--- src/rtl/trig_fifo_pkg.sv ---
package trig_fifo_pkg;
   typedef logic [1:0] trig_code_t;

   // threshold table lookup, computed from four parameters
   function automatic int unsigned level_of(input trig_code_t code,
                                            input int unsigned l0, input int unsigned l1,
                                            input int unsigned l2, input int unsigned l3);
      case (code)
         2'd0:    return l0;
         2'd1:    return l1;
         2'd2:    return l2;
         default: return l3;
      endcase
   endfunction
endpackage

--- src/rtl/tf_ctrl.sv ---
module tf_ctrl #(
   parameter int DEPTH = 16,
   localparam int CW = $clog2(DEPTH + 1)
) (
   input  logic          clk,
   input  logic          rst_n,
   input  logic          clr,
   input  logic          wr_en,
   input  logic          rd_en,
   output logic          push,
   output logic          pop,
   output logic [CW-1:0] count,
   output logic          ovf,
   output logic          unf
);
   logic full, empty;

   assign full  = (count == CW'(DEPTH));
   assign empty = (count == '0);
   assign push  = wr_en && !full && !clr;
   assign pop   = rd_en && !empty && !clr;

   always_ff @(posedge clk) begin
      if (!rst_n || clr) begin
         count <= '0;
         ovf   <= 1'b0;
         unf   <= 1'b0;
      end else begin
         count <= count + CW'(push) - CW'(pop);
         if (wr_en && full)  ovf <= 1'b1;
         if (rd_en && empty) unf <= 1'b1;
      end
   end

   assert_cnt_bound_R10: assert property (@(posedge clk) disable iff (!rst_n)
      count <= CW'(DEPTH));
   assert_no_overflow_R3: assert property (@(posedge clk) disable iff (!rst_n)
      (full && wr_en && !rd_en && !clr) |=> (ovf && count == CW'(DEPTH)));
   assert_underflow_sticky_R4: assert property (@(posedge clk) disable iff (!rst_n)
      (empty && rd_en && !clr) |=> unf);
   assert_clear_R9: assert property (@(posedge clk) disable iff (!rst_n)
      clr |=> (count == '0 && !ovf && !unf));
endmodule

--- src/rtl/tf_store.sv ---
module tf_store #(
   parameter int DATA_W = 10,
   parameter int DEPTH  = 16,
   localparam int AW = (DEPTH > 1) ? $clog2(DEPTH) : 1
) (
   input  logic              clk,
   input  logic              rst_n,
   input  logic              clr,
   input  logic              push,
   input  logic              pop,
   input  logic [DATA_W-1:0] wdata,
   output logic [DATA_W-1:0] rdata
);
   logic [DATA_W-1:0] mem [DEPTH];
   logic [AW-1:0]     wp, rp, wp_n, rp_n;

   generate
      if (DEPTH == (1 << AW)) begin : g_pow2
         assign wp_n = wp + 1'b1;
         assign rp_n = rp + 1'b1;
      end else begin : g_wrap
         assign wp_n = (wp == AW'(DEPTH - 1)) ? '0 : wp + 1'b1;
         assign rp_n = (rp == AW'(DEPTH - 1)) ? '0 : rp + 1'b1;
      end
   endgenerate

   always_ff @(posedge clk) begin
      if (push) mem[wp] <= wdata;
   end

   always_ff @(posedge clk) begin
      if (!rst_n || clr) begin
         wp    <= '0;
         rp    <= '0;
         rdata <= '0;
      end else begin
         if (push) wp <= wp_n;
         if (pop) begin
            rp    <= rp_n;
            rdata <= mem[rp];
         end
      end
   end

   assert_hold_when_idle_R4: assert property (@(posedge clk) disable iff (!rst_n)
      (!pop && !clr) |=> $stable(rdata));
endmodule

--- src/rtl/tf_flag.sv ---
module tf_flag
   import trig_fifo_pkg::*;
#(
   parameter int DEPTH = 16,
   parameter int LVL0  = 1,
   parameter int LVL1  = 4,
   parameter int LVL2  = 8,
   parameter int LVL3  = 14,
   localparam int CW = $clog2(DEPTH + 1)
) (
   input  logic          clk,
   input  logic          rst_n,
   input  logic          clr,
   input  logic [CW-1:0] count,
   input  trig_code_t    sel,
   input  logic          act_low,
   input  logic          pulse_mode,
   output logic          flag
);
   logic [CW-1:0] thresh;
   logic          hit, hit_q, raw;

   assign thresh = CW'(level_of(sel, LVL0, LVL1, LVL2, LVL3));
   assign hit    = (count >= thresh);

   always_ff @(posedge clk) begin
      if (!rst_n || clr) hit_q <= 1'b0;
      else               hit_q <= hit;
   end

   assign raw  = pulse_mode ? (hit && !hit_q) : hit;
   assign flag = raw ^ act_low;

   assert_pulse_single_R7: assert property (@(posedge clk) disable iff (!rst_n)
      (pulse_mode && raw) |=> (!pulse_mode || !raw));
   assert_av_needs_data_R6: assert property (@(posedge clk) disable iff (!rst_n)
      raw |-> (count != '0));
endmodule

--- src/rtl/trig_fifo.sv ---
module trig_fifo
   import trig_fifo_pkg::*;
#(
   parameter int DATA_W = 10,
   parameter int DEPTH  = 16,
   parameter int LVL0   = 1,
   parameter int LVL1   = 4,
   parameter int LVL2   = 8,
   parameter int LVL3   = 14,
   localparam int CW = $clog2(DEPTH + 1)
) (
   input  logic              clk,
   input  logic              rst_n,
   input  logic              fifo_clr,
   input  logic              wr_en,
   input  logic [DATA_W-1:0] wr_data,
   input  logic              rd_en,
   output logic [DATA_W-1:0] rd_data,
   input  logic [1:0]        trig_sel,
   input  logic              av_active_low,
   input  logic              av_pulse_mode,
   output logic              data_av,
   output logic [CW-1:0]     fill_count,
   output logic              overflow,
   output logic              underflow
);
   generate
      if (DEPTH < 2) begin : g_bad_depth
         $error("trig_fifo: DEPTH must be at least 2");
      end
      if (LVL0 < 1 || LVL1 < 1 || LVL2 < 1 || LVL3 < 1 ||
          LVL0 > DEPTH || LVL1 > DEPTH || LVL2 > DEPTH || LVL3 > DEPTH) begin : g_bad_lvl
         $error("trig_fifo: thresholds must lie in 1..DEPTH");
      end
   endgenerate

   logic push, pop;

   tf_ctrl #(.DEPTH(DEPTH)) u_ctrl (
      .clk(clk), .rst_n(rst_n), .clr(fifo_clr),
      .wr_en(wr_en), .rd_en(rd_en),
      .push(push), .pop(pop), .count(fill_count),
      .ovf(overflow), .unf(underflow));

   tf_store #(.DATA_W(DATA_W), .DEPTH(DEPTH)) u_store (
      .clk(clk), .rst_n(rst_n), .clr(fifo_clr),
      .push(push), .pop(pop), .wdata(wr_data), .rdata(rd_data));

   tf_flag #(.DEPTH(DEPTH), .LVL0(LVL0), .LVL1(LVL1), .LVL2(LVL2), .LVL3(LVL3)) u_flag (
      .clk(clk), .rst_n(rst_n), .clr(fifo_clr),
      .count(fill_count), .sel(trig_sel),
      .act_low(av_active_low), .pulse_mode(av_pulse_mode), .flag(data_av));
endmodule

--- config.mk ---
export PLATFORM = sky130hd
export DESIGN_NAME = trig_fifo
export DESIGN_NICKNAME = d
export VERILOG_FILES = /design/src/rtl/trig_fifo_pkg.sv /design/src/rtl/tf_ctrl.sv /design/src/rtl/tf_store.sv /design/src/rtl/tf_flag.sv /design/src/rtl/trig_fifo.sv
export SDC_FILE = /design/constraint.sdc
export NUM_CORES = 1
export LEC_CHECK = 0
export ABC_AREA = 0
export BUFFER_PORTS_ARGS = -buffer_cell sky130_fd_sc_hd__buf_4
export CORE_MARGIN = 4
export CORE_UTILIZATION = 30
export DETAILED_ROUTE_END_ITERATION = 8
export PLACE_DENSITY = 0.44
export SLEW_MARGIN = 0
export SYNTH_ARGS = -nofsm -noshare
export SYNTH_HDL_FRONTEND = slang
export SYNTH_HIERARCHICAL = 1
export SYNTH_SLANG_ARGS = --single-unit
--- constraint.sdc ---
create_clock -name clk -period 2.58 [get_ports clk]
set_input_delay 0.129 -clock clk [delete_from_list [all_inputs] [get_ports clk]]
set_output_delay 0.129 -clock clk [all_outputs]
set_load 0.005 [all_outputs]
==> flow_metrics.tcl <==
set metrics [dict create \
    status "complete, no violations" \
    p_switching_mw 1.46 \
    synth_top_area_cell "edfxtp_1" \
    hold_path_end "u_store/mem[9][1]$_DFFE_PP_" \
    min_from "wr_data[1]" \
    sw_frac_of_total_pct 22.9 \
    synth.net_count 428 \
    vias 3761 \
    combPwrFrac_pct 7.8 \
    post-dp-hpwl_um 10700 \
    die_h_um 166 \
    synthFlopType "edfxtp_1" \
    start_util_pct 30.7 \
    grt_pass1_vias 3930 \
    worst_hold_slack_ns 0.0169 \
    synth_area_sq_um 7520 \
    rows 57 \
    yosysWarnings 6 \
    drt_iter0_markers 162 \
    seqPwrFrac_pct 52.3 \
    numCtsBuffers 17 \
    final_cell_mix "edfxtp_1 (160), buf_4 (64), mux4_2 (27)" \
    hold_class "input pin to register" \
    r2r-start "u_ctrl/count[3]$_SDFF_PP0_" \
    cts_max_level 4 \
    async_reset_ff_share_pct 0 \
    cp-start-kind "register" \
    clockBufferDepth 2 \
    clk_pin_slew_ns 0.07 \
    synth.top_cell.area_share_pct 63.9 \
    drive_gt1_share_pct 31.5 \
    io_buffer_count 36 \
    arrival_ns 2.54 \
    drv_slew 0 \
    worstPathRequired_ns 2.72 \
    ir_drop_uv 438 \
    synth_area_leaders "edfxtp_1 (64%), mux4_2 (8.1%), dfxtp_1 (6.9%), mux4_1 (4.5%), ha_1 (2.5%)" \
    hold_depth 1 \
    final_util_pct 37.0 \
    layout_setup_ws_ns 0.184 \
    layout_commonest_cell "edfxtp_1" \
    cts_tree "built" \
    ys_types 43 \
    final_cells 807 \
    pre_cts_slack_ns -0.0201 \
    r2r_slack_ns 0.18 \
    die_w_um 166 \
    syn_to_final_growth_pct 20.5 \
    synth_edf_count 160 \
    seq_area_frac_synth_pct 70.8 \
    internal-power_mw 4.93 \
    dr.pass1.iters 4 \
    drc 0 \
    rsz0062_at_grt "no" \
    gp_congestion 0.723 \
    p_clk_share_pct 39.9 \
    setup_viol 0 \
    pin_count 37 \
    maxSlewHeadroom_pct 58.9 \
    wl_um 16100 \
    min_period_ns 2.40 \
    antenna_found_initial 0 \
    overflow 0 \
    fmaxAchievable_ghz 0.417 \
    syn_avg_cell_area_sq_um 19.1 \
    grt_max_degree 35 \
    dieArea_sq_um 27700 \
    routed_via_density 4.66 \
    p_leak_nw 3.01 \
    wire_per_inst_um 20.0 \
    worst_r2r_path_depth 9 \
    nets 506 \
    powerDensity_nw_per_um2 705 \
    post-cts-setup-buffers 0 \
    drv_cap 0 \
    grt_usage_pct 12.0 \
    grt_pass1_wl_um 24800 \
    crit_type "register to register" \
    core_sq_um 24500 \
    insertion_delay_ns 0.43 \
    post-route-period-util_pct 92.9 \
    cts_sinks 186 \
    hold_violations 0 \
    worstPathMaxFanout 9 \
    synth_seq_cells 186 \
    finalClockSkew_ns 0.00855 \
    worst_pin_slew_ns 0.615 \
    antenna_cells 0 \
    syn-instance-count 393 \
    r2r_end "u_store/mem[5][4]$_DFFE_PP_" \
    cts_root_buffer "clkbuf_16" \
    ant_nets 0 \
    endpoint_kind "register" \
    dp.cells 771 \
]
[cells in the mapped netlist (2+ instances only)]
cell type and instances:
a21oi_1 5, a22oi_1 10, and2_1 18, buf_2 4
buf_6 3, clkbuf_1 4, dfxtp_1 26, edfxtp_1 160
ha_1 15, inv_1 13, mux2_2 10, mux2i_1 12
mux4_1 13, mux4_2 27, nand2_1 8, nand3_1 2
nand4_1 2, nor2_1 16, nor3b_1 4, o21ai_1 11
xnor2_1 5, xor2_1 4
[stage by stage]
stage	cell area, sq um	setup TNS [ns]	power, mW
floorplan	7520	0	3.67
global placement	8390	0	3.87
detailed placement	8390	-0.0201	3.88
CTS	9040	0	6.46
global route	9060	0	6.67
finish	9060	0	6.39
[state kept, by name (all words and copies together) (netlist names)]
name           cells
u_ctrl/count       5
u_ctrl/unf         1
u_store/rdata     10
u_flag/hit_q       1
u_ctrl/ovf         1
u_store/mem      160
u_store/rp         4
u_store/wp         4
[cell families (layout without fill, tap and decap cells)]
group	count (synthesis)	after routing	synth area share (%)
fa+ha+maj	16	16	2.76
buf+inv	28	118	2.18
compound gates	33	33	2.95
xor+xnor	9	9	1.05
mux	62	62	15.7
simple gates	59	59	4.49
flops	186	186	70.8
[worst max-delay path, stage by stage, from the launching register on]
cell and delay (ns):
dfxtp_1 0.40, inv_1 0.08, ha_1 0.21, and4bb_2 0.25
nor3b_1 0.20, buf_4 0.21, nand2_1 0.06, nor2_1 0.18
and2_1 0.34, buf_12 0.18
[routing by layer]
metal / up-vias / part of all wire [%] / global-route usage, %
met5: - / 0 / 0
met4: 0 / 1.4 / 3.56
met3: 13 / 3.0 / 2.83
met2: 62 / 50 / 20.0
met1: 1963 / 46 / 15.8
li1: 1723 / - / -
[power by group through the flow]
stage / sequential [mW] / combinational, mW / clock [mW]
2_1_floorplan: 3.40 / 0.279 / 0
3_3_place_gp: 3.40 / 0.469 / 0
3_5_place_dp: 3.40 / 0.476 / 0
4_1_cts: 3.34 / 0.494 / 2.63
5_1_grt: 3.34 / 0.561 / 2.76
6_report: 3.34 / 0.501 / 2.55
[how the worst max path moves through the flow]
stage,startpoint,endpoint,cells after the start
6_report,u_ctrl/count[3]$_SDFF_PP0_,u_store/mem[5][4]$_DFFE_PP_,9
3_5_place_dp,u_ctrl/count[3]$_SDFF_PP0_,u_ctrl/count[4]$_SDFF_PP0_,11
4_1_cts,u_ctrl/count[3]$_SDFF_PP0_,u_ctrl/count[4]$_SDFF_PP0_,11
5_1_grt,u_ctrl/count[3]$_SDFF_PP0_,u_store/mem[5][4]$_DFFE_PP_,9
3_3_place_gp,u_ctrl/count[3]$_SDFF_PP0_,u_ctrl/count[4]$_SDFF_PP0_,11
2_1_floorplan,u_ctrl/count[2]$_SDFF_PP0_,u_ctrl/count[4]$_SDFF_PP0_,11
[repair_timing]
item | 4_1_cts | 5_1_grt
endpoints found under the hold margin | 7 | 0
hold buffers | 5 | 0
gates resized for setup | 2 | 4
setup endpoints to repair | 1 | 25
pin swaps | 0 | 0
[layout make-up]
cell class              instances  area (sq um)
clock inverters                14           159
repair buffers                 74           631
fillers                      2285         15400
clock buffers                  17           425
well taps                     324           405
inverters                      13          48.8
flip-flops and latches        186          5330
multi-input cells             179          2060
Note: power is estimated with default switching activity, not from simulation.
